===== src/rtl/irq_rotor_pkg.sv =====
package irq_rotor_pkg;
  typedef enum logic [1:0] {
    ST_IDLE = 2'd0,
    ST_WAIT = 2'd1,
    ST_DONE = 2'd2,
    ST_HOLD = 2'd3
  } ack_state_e;
endpackage


===== src/rtl/irq_rotor_pick.sv =====
module irq_rotor_pick #(
  parameter int NCH = 8,
  localparam int IW = $clog2(NCH)
) (
  input  logic [NCH-1:0] req,
  input  logic [IW-1:0]  last,
  output logic [NCH-1:0] win_oh,
  output logic [IW-1:0]  win_idx,
  output logic           any
);
  // Scan upward from the channel after 'last', wrapping.
  function automatic logic [IW:0] next_after(input logic [NCH-1:0] r,
                                             input logic [IW-1:0] l);
    logic [IW:0] res;
    int          idx;
    res = '0;
    for (int off = NCH; off >= 1; off--) begin
      idx = int'(l) + off;
      if (idx >= NCH) idx = idx - NCH;
      if (r[idx]) res = {1'b1, IW'(idx)};
    end
    return res;
  endfunction

  logic [IW:0] found;

  always_comb begin
    found   = next_after(req, last);
    any     = found[IW];
    win_idx = found[IW-1:0];
    win_oh  = '0;
    if (any) win_oh[win_idx] = 1'b1;
  end
endmodule


===== src/rtl/irq_rotor_vsel.sv =====
module irq_rotor_vsel #(
  parameter int NCH = 8,
  parameter int VW  = 8
) (
  input  logic [NCH*VW-1:0] vecs,
  input  logic [NCH-1:0]    sel_oh,
  output logic [VW-1:0]     vec
);
  logic [VW-1:0] masked [NCH];

  for (genvar ch = 0; ch < NCH; ch++) begin : g_mask
    assign masked[ch] = sel_oh[ch] ? vecs[ch*VW +: VW] : '0;
  end

  always_comb begin
    vec = '0;
    for (int ch = 0; ch < NCH; ch++) vec = vec | masked[ch];
  end
endmodule


===== src/rtl/irq_rotor_seq.sv =====
module irq_rotor_seq
  import irq_rotor_pkg::*;
#(
  parameter int WAIT = 2,
  localparam int CW = $clog2(WAIT + 1)
) (
  input  logic clk,
  input  logic rst_n,
  input  logic sel,
  output logic start,
  output logic busy,
  output logic done
);
  ack_state_e    st_q;
  logic [CW-1:0] wcnt_q;

  assign start = (st_q == ST_IDLE) && sel;
  assign busy  = (st_q == ST_WAIT) || (st_q == ST_DONE);
  assign done  = (st_q == ST_DONE);

  always_ff @(posedge clk or negedge rst_n) begin
    if (!rst_n) begin
      st_q   <= ST_IDLE;
      wcnt_q <= '0;
    end else begin
      case (st_q)
        ST_IDLE: if (sel) begin
          st_q   <= ST_WAIT;
          wcnt_q <= '0;
        end
        ST_WAIT: begin
          if (wcnt_q == CW'(WAIT - 1)) st_q <= ST_DONE;
          else wcnt_q <= wcnt_q + 1'b1;
        end
        ST_DONE: st_q <= ST_HOLD;
        default: if (!sel) st_q <= ST_IDLE;
      endcase
    end
  end
endmodule


===== src/rtl/irq_rotor.sv =====
module irq_rotor #(
  parameter int NCH  = 8,
  parameter int VW   = 8,
  parameter int WAIT = 2,
  localparam int IW = $clog2(NCH)
) (
  input  logic              clk,
  input  logic              rst_n,
  input  logic [NCH-1:0]    req_i,
  input  logic [NCH*VW-1:0] vec_i,
  input  logic              sel_i,
  output logic              irq_n_o,
  output logic [VW-1:0]     vec_o,
  output logic              rdy_o,
  output logic [NCH-1:0]    served_o
);
  logic [IW-1:0]  last_q;
  logic [NCH-1:0] pick_oh;
  logic [IW-1:0]  pick_idx;
  logic           pick_any;
  logic [VW-1:0]  pick_vec;
  logic           seq_start, seq_busy, seq_done;
  logic [NCH-1:0] win_oh_q;
  logic [IW-1:0]  win_idx_q;
  logic           any_q;
  logic [VW-1:0]  vec_q;

  irq_rotor_pick #(.NCH(NCH)) u_pick (
    .req(req_i), .last(last_q),
    .win_oh(pick_oh), .win_idx(pick_idx), .any(pick_any)
  );

  irq_rotor_vsel #(.NCH(NCH), .VW(VW)) u_vsel (
    .vecs(vec_i), .sel_oh(pick_oh), .vec(pick_vec)
  );

  irq_rotor_seq #(.WAIT(WAIT)) u_seq (
    .clk(clk), .rst_n(rst_n), .sel(sel_i),
    .start(seq_start), .busy(seq_busy), .done(seq_done)
  );

  always_ff @(posedge clk or negedge rst_n) begin
    if (!rst_n) begin
      win_oh_q  <= '0;
      win_idx_q <= '0;
      any_q     <= 1'b0;
      vec_q     <= '0;
      last_q    <= IW'(NCH - 1);
    end else begin
      if (seq_start) begin
        win_oh_q  <= pick_oh;
        win_idx_q <= pick_idx;
        any_q     <= pick_any;
        vec_q     <= pick_vec;
      end
      if (seq_done && any_q) last_q <= win_idx_q;
    end
  end

  assign irq_n_o  = ~|req_i;
  assign vec_o    = seq_busy ? vec_q : '0;
  assign rdy_o    = seq_done;
  assign served_o = seq_done ? win_oh_q : '0;
endmodule


===== config.mk =====
export PLATFORM = sky130hd
export DESIGN_NAME = irq_rotor
export DESIGN_NICKNAME = d
export VERILOG_FILES = /design/src/rtl/irq_rotor_pkg.sv /design/src/rtl/irq_rotor_pick.sv /design/src/rtl/irq_rotor_vsel.sv /design/src/rtl/irq_rotor_seq.sv /design/src/rtl/irq_rotor.sv
export SDC_FILE = /design/constraint.sdc
export NUM_CORES = 1
export LEC_CHECK = 0
export CORE_ASPECT_RATIO = 1.25
export CORE_UTILIZATION = 40
export CTS_BUF_LIST = sky130_fd_sc_hd__clkbuf_8
export DETAILED_ROUTE_END_ITERATION = 16
export PLACE_DENSITY = 0.72
export SYNTH_ARGS = -nofsm -noshare
export SYNTH_HDL_FRONTEND = slang
export SYNTH_SLANG_ARGS = --single-unit

===== constraint.sdc =====
create_clock -name clk -period 5 [get_ports clk]
set_input_delay 1 -clock clk [delete_from_list [all_inputs] [get_ports clk]]
set_output_delay 1 -clock clk [all_outputs]
set_load 0.1 [all_outputs]

# Word level (Yosys, flattened, before mapping)

Cells that the tools add are included.
W data, S select, Z words.

Flip-flop bits (word level): 27
Bits in latches: 0
Bits in writable memories: 0
ROM bits: 0
Output and inout bits: 18
Word-level logic and storage cells: 126
Memories: 0

$add $sub $neg: 17
Multiply operators: 0
Div/mod/pow operators: 0
$lt $le $gt $ge: 18
Eq/ne operators: 7
Shift operators: 0
Multiplexer cells: 60
Bitwise logic cells: 7
Reductions and logical operators: 10

Operators with widths:

| operator                | count |
|---|---|
| $ge A32 B5 Y1 const B   | 8 |
| $lt A32 B5 Y1 const B   | 8 |
| $mux W32                | 8 |
| $sub A32 B5 Y32 const B | 8 |
| $mux W8                 | 11 |
| $or A8 B8 Y8            | 7 |
| $mux W4                 | 8 |
| $bmux W1 S3             | 8 |
| $mux W1                 | 17 |
| $add A3 B3 Y4 const B   | 4 |
| $mux W2                 | 5 |
| $add A3 B2 Y4 const B   | 2 |
| $reduce_or A8 Y1        | 1 |
| $ne A2 B2 Y1 const B    | 3 |
| $pmux W2 S3             | 1 |
| $reduce_and A3 Y1       | 2 |
| $add A3 B4 Y5 const B   | 1 |
| $add A3 B1 Y4 const B   | 1 |
| $eq A2 B1 Y1 const B    | 2 |
| $lt A3 B4 Y1 const B    | 1 |
| $ne A4 B1 Y1 const B    | 1 |
| $pmux W2 S2             | 1 |
| $demux W1 S3            | 1 |
| $ge A3 B1 Y1 const B    | 1 |
| 7 further kinds         | 9 |

# Depth between registers and ports, before layout

Depth after elaboration: 27
Mapped depth: 15
Gate-level depth less buffers: 11

# By module

A second synthesis with hierarchy kept.

Cells, all modules: 254
Area, all modules: 2484.9 um^2

By module, submodules not included:

| module         | instances | cells an instance | area each (um^2) |
|---|---|---|---|
| irq_rotor      | 1         | 68                | 970.9 |
| irq_rotor_pick | 1         | 110               | 883.3 |
| irq_rotor_vsel | 1         | 48                | 320.3 |
| irq_rotor_seq  | 1         | 28                | 310.3 |

# Worst setup path before layout

Ideal clock, no wire load.

Path type: register -> register
Start point: register last_q[1]
End point: register vec_q[0]
Data arrival time: 3.993 ns
Slack: 0.870 ns
Stages on the path, launching flop included: 16
Buffers on the path: 4
Clock period less this slack: 4.130 ns
Cell sequence: dfstp_2 > buf_2 > clkbuf_1 > inv_1 > ha_1 > clkbuf_1 > mux4_2 > mux2_2 > nand4b_4 > a2111oi_4 > nor2_2 > and2_1 > buf_4 > o2bb2ai_1 > a222oi_1 > a21oi_1

Cells in the longest elaborated chain, start to end: 27
Elaborated cells on any way between the ends: 85
Those cells by class: add/sub (16); order compare (10); mux (51); bitwise (7); reduce/logical (1)

RTL lines:

| what                                                               | line                 | source |
|---|---|---|
| start, declared                                                    | irq_rotor.sv:17      | `logic [IW-1:0] last_q;` |
| start signal, assigned                                             | irq_rotor.sv:48      | `last_q <= IW'(NCH - 1);` |
| start signal, assigned                                             | irq_rotor.sv:56      | `if (seq_done && any_q) last_q <= win_idx_q;` |
| $add A3 B4 Y5                                                      | irq_rotor_pick.sv:18 | `idx = int'(l) + off;` |
| $sub A32 B5 Y32 or $ge A32 B5 Y1 (tied branches)                   | irq_rotor_pick.sv:19 | `if (idx >= NCH) idx = idx - NCH;` |
| $mux W32                                                           | irq_rotor_pick.sv:19 |  |
| $bmux W1 S3                                                        | irq_rotor_pick.sv:20 | `if (r[idx]) res = {1'b1, IW'(idx)};` |
| $mux W1 (not written as such) (2 in a row)                         | irq_rotor_pick.sv:20 |  |
| $mux W4 (7 in a row)                                               | irq_rotor_pick.sv:20 |  |
| $mux W4 (*)                                                        | irq_rotor_pick.sv:20 |  |
| $lt A3 B4 Y1 (not written as such) or $ge A3 B1 Y1 (tied branches) | irq_rotor_pick.sv:32 | `if (any) win_oh[win_idx] = 1'b1;` |
| $logic_and A1 B1 Y1 (not written as such)                          | irq_rotor_pick.sv:32 |  |
| $mux W1 (not written as such)                                      | irq_rotor_pick.sv:32 |  |
| $demux W1 S3                                                       | --                   |  |
| $mux W8 (*)                                                        | irq_rotor_pick.sv:32 |  |
| $mux W8                                                            | irq_rotor_vsel.sv:12 | `assign masked[ch] = sel_oh[ch] ? vecs[ch*VW +: VW] : '0;` |
| $or A8 B8 Y8 (6 in a row)                                          | irq_rotor_vsel.sv:17 | `for (int ch = 0; ch < NCH; ch++) vec = vec \| masked[ch];` |
| $or A8 B8 Y8 (*)                                                   | irq_rotor_vsel.sv:17 |  |
| end signal, assigned                                               | irq_rotor.sv:54      | `vec_q <= pick_vec;` |
| end, declared                                                      | irq_rotor.sv:26      | `logic [VW-1:0] vec_q;` |

Mark *: on every way between the ends. The rest lies on a longest branch, timed or not. The select of a mux whose other input is x is not followed.
A chain may end at the register's enable or synchronous reset.

# Worst setup path after layout

Start point: input req_i[6]
End point: register vec_q[2]

Cells in the longest elaborated chain, start to end: 24
Elaborated cells on any way between the ends: 53
Those cells by class: order compare (2); mux (43); bitwise (7); reduce/logical (1)

RTL lines:

| what                                                               | line                 | source |
|---|---|---|
| start, declared                                                    | irq_rotor.sv:9       | `input logic [NCH-1:0] req_i,` |
| $bmux W1 S3                                                        | irq_rotor_pick.sv:20 |  |
| $mux W1 (not written as such) (2 in a row)                         | irq_rotor_pick.sv:20 |  |
| $mux W4 (7 in a row)                                               | irq_rotor_pick.sv:20 |  |
| $mux W4 (*)                                                        | irq_rotor_pick.sv:20 |  |
| $lt A3 B4 Y1 (not written as such) or $ge A3 B1 Y1 (tied branches) | irq_rotor_pick.sv:32 |  |
| $logic_and A1 B1 Y1 (not written as such)                          | irq_rotor_pick.sv:32 |  |
| $mux W1 (not written as such)                                      | irq_rotor_pick.sv:32 |  |
| $demux W1 S3                                                       | --                   |  |
| $mux W8 (*)                                                        | irq_rotor_pick.sv:32 |  |
| $mux W8                                                            | irq_rotor_vsel.sv:12 |  |
| $or A8 B8 Y8 (6 in a row)                                          | irq_rotor_vsel.sv:17 |  |
| $or A8 B8 Y8 (*)                                                   | irq_rotor_vsel.sv:17 |  |

Marked as above.

==> implementation parameters <==
Parameter                              Value

Placement
  DPL Wire Length    5.59 mm
  Setup slack after placement    441 ps
  Port Buffer Count    92
  Gpl congestion    0.847

CTS
  Clock Root Buffer    sky130_fd_sc_hd__clkbuf_8
  TritonCTS clock tree    yes
  Number of cells upsized or downsized after cts    0
  CTS max path bufs    2
  Number of clock sinks    27
  TritonCTS buffer count    3
  Source-to-sink clock delay at the later pin of the worst-skew pair    270 ps
  Clock-pin slew of the registers on the worst-case setup and hold paths    100 ps
  Count of hold-fix buffers inserted at cts    0
  # Post-CTS Setup Buffers    0
  Depth of the CTS H-tree    1

Detailed routing
  DRC violation count after routing    0
  Total number of vias    2586
  DRC marker count from the first detailed-route iteration    117
  ANT nets after route    0
  Total wire length    7.22 mm
  Number of search-and-repair iterations in the first detailed-routing pass    4
  Via/cell ratio    5.55
  Routed length per instance    15.5 um

Global routing
  Aggregate global routing overflow    0
  Pin count of the biggest net entering global routing    28
  Aggregate global-route resource usage    21.6%
  Antenna violations before repair    0
  First-pass GRT wire length    11.8 mm
  Vias in the first global route    2536

Floorplan
  Number of rows created at floorplan    33
  Die height    93.7 um
  Number of top-level design ports    93
  Die outline width    75.4 um
  Core area    0.00652 mm2
  Initial core utilization    41.3%
  Total die area    0.00707 mm2

Finish
  Layout cells sized above 1    12.1%
  Most common cell after layout, fill and taps aside    sky130_fd_sc_hd__clkdlybuf4s50_1
  Diode count    0
  Layout Nets    462
  Most used cells in the layout excluding fill and tap cells    sky130_fd_sc_hd__clkdlybuf4s50_1, sky130_fd_sc_hd__nand2_1, sky130_fd_sc_hd__dfrtp_1
  Area Overhead vs Synth    39.2%

Synthesis
  Post-synthesis average cell area    9.28 um2
  Number of warnings printed during yosys synthesis    0
  Combinational family with the most area after synthesis    multiplexers
  Share of synthesized flip-flops with an asynchronous set or reset    100%
  Post-synthesis mux area share    24.0%
  Post-synthesis instance area    0.00269 mm2
  Compound-Gate Fraction of Synth Area    20.5%
  Xor/xnor cell area share of the yosys netlist    1.30%
  Fraction of the mapped netlist area in adder cells    3.25%
  Number of distinct library cell variants in the gate-level netlist after synthesis    58
  Post-synthesis simple-gate area fraction    20.7%
  Number of enable-type register cells in the synthesized netlist    0
  Number of storage elements in the synthesis netlist    27
  Dominant synthesized flop cell    sky130_fd_sc_hd__dfrtp_1
  Number of instances in the synthesized netlist    290
  Portion of the post-synthesis area used by sequential elements    25.2%
  Syn Nets    372

STA
  Max-slew headroom    33.2%
  Number of endpoints failing setup at the final stage    0
  Final Max Slew Viols    0
  Measured slew at the worst slew-check pin    999 ps
  Final-layout setup total negative slack    0 ps
  Post-route minimum period    4240 ps
  Final Cycle Share    84.9%
  Hold violation total from the final report    0
  Final setup slack of the worst path    757 ps
  WHS    470 ps
  Largest clock skew in the final design    7.36 ps
  RSZ-0062 raised after global routing    no
  Max Fclk    236 MHz

Worst hold path
  Worst min path class    reg -> reg

Outcome
  Outcome    finished, final reports clean

Worst setup path
  Data required time of the critical path    5170 ps
  Arrival time at the worst endpoint    4410 ps
  Launching element type of the critical path    primary input
  Type of the worst setup path    in -> reg
  Endpoint type of the worst setup path    flip-flop
  Largest fanout of any net on the critical path    26

Job
  Maxcap violations    0
## cell families after synthesis
| kind of cell | count (synthesis) |
|---|---|
| AO/OA/AOI/OAI | 71 |
| XOR/XNOR | 4 |
| adder cells (fa/ha/maj) | 7 |
| buffers and inverters | 29 |
| flip-flops | 27 |
| multiplexers | 45 |
| AND/OR/NAND/NOR | 107 |
## Yosys cell counts, types with 3 or more instances
master | n | share of area, %
sky130_fd_sc_hd__a22oi_1 | 8 | 2.2
sky130_fd_sc_hd__nor2_1 | 12 | 1.7
sky130_fd_sc_hd__buf_2 | 5 | 0.93
sky130_fd_sc_hd__mux4_1 | 4 | 3.9
sky130_fd_sc_hd__and2_1 | 21 | 4.9
sky130_fd_sc_hd__nand3_1 | 7 | 1.3
sky130_fd_sc_hd__o2bb2ai_1 | 10 | 3.3
sky130_fd_sc_hd__mux2i_1 | 19 | 7.1
sky130_fd_sc_hd__clkbuf_1 | 7 | 0.98
sky130_fd_sc_hd__a21oi_1 | 11 | 2.0
sky130_fd_sc_hd__xnor2_1 | 3 | 0.98
sky130_fd_sc_hd__mux2_2 | 12 | 5.0
sky130_fd_sc_hd__dfstp_2 | 3 | 2.9
sky130_fd_sc_hd__nor2b_1 | 5 | 1.2
sky130_fd_sc_hd__nor3b_1 | 3 | 0.84
sky130_fd_sc_hd__nand2b_1 | 4 | 0.93
sky130_fd_sc_hd__o21ai_0 | 12 | 2.2
sky130_fd_sc_hd__mux4_2 | 9 | 7.5
sky130_fd_sc_hd__dfrtp_1 | 24 | 22
sky130_fd_sc_hd__inv_1 | 13 | 1.8
sky130_fd_sc_hd__nand3b_1 | 3 | 0.84
sky130_fd_sc_hd__nand2_1 | 40 | 5.6
sky130_fd_sc_hd__ha_1 | 7 | 3.3
sky130_fd_sc_hd__a31oi_1 | 4 | 0.93
## registers in the layout, summed over array words and instances (netlist names)
name / flops
vec_q: 8
win_oh_q: 8
last_q: 3
win_idx_q: 3
u_seq.st_q: 2
u_seq.wcnt_q: 2
any_q: 1
## layer usage
metal  global-route usage (%)  part of all wire, %
met1                     27.1                   42
met2                     36.9                   49
met3                     4.51                  7.1
met4                     6.02                  1.6
met5                        0                    0
## cell type report
cell class	count	area, um2
fillers	616	2780
well taps	87	109
inverters	13	48.8
clock inverters	1	5.00
clock buffers	3	41.3
repair buffers	101	986
flip-flops and latches	27	679
multi-input cells	234	1880
## worst paths after layout
check                      cells after the start              end  slack, ps        start
min reg2reg                                    2      win_oh_q[5]        470  win_oh_q[5]
max in group asynchronous                      2        last_q[2]       3600        rst_n
min in group asynchronous                      2  u_seq.wcnt_q[1]       1080        rst_n
max                                           11         vec_q[2]        760     req_i[6]
min                                            2      win_oh_q[5]        470  win_oh_q[5]
max reg2reg                                   12         vec_q[2]        770    last_q[1]
## per-stage QoR
stage                     cells  utilization, %  instance area (um2)
after floorplan             290               -                 2690
after global placement      462            56.8                 3700
after detailed placement    462            56.8                 3700
after CTS                   466            57.5                 3750
after global routing        466            57.5                 3750
final                       466            57.5                 3750
## worst max-delay path, cell delays in order
cell                              delay [ps]
sky130_fd_sc_hd__clkdlybuf4s50_1         500
sky130_fd_sc_hd__mux4_1                  700
sky130_fd_sc_hd__mux2i_1                 350
sky130_fd_sc_hd__o311ai_1                160
sky130_fd_sc_hd__a21oi_1                 240
sky130_fd_sc_hd__mux2i_2                 230
sky130_fd_sc_hd__buf_4                   300
sky130_fd_sc_hd__mux2_2                  380
sky130_fd_sc_hd__a221oi_1                280
sky130_fd_sc_hd__a31oi_1                  90
sky130_fd_sc_hd__o22a_1                  180
Power is not shown: default switching activity piles up to over one toggle a cycle in this logic, so the estimate is an artifact.
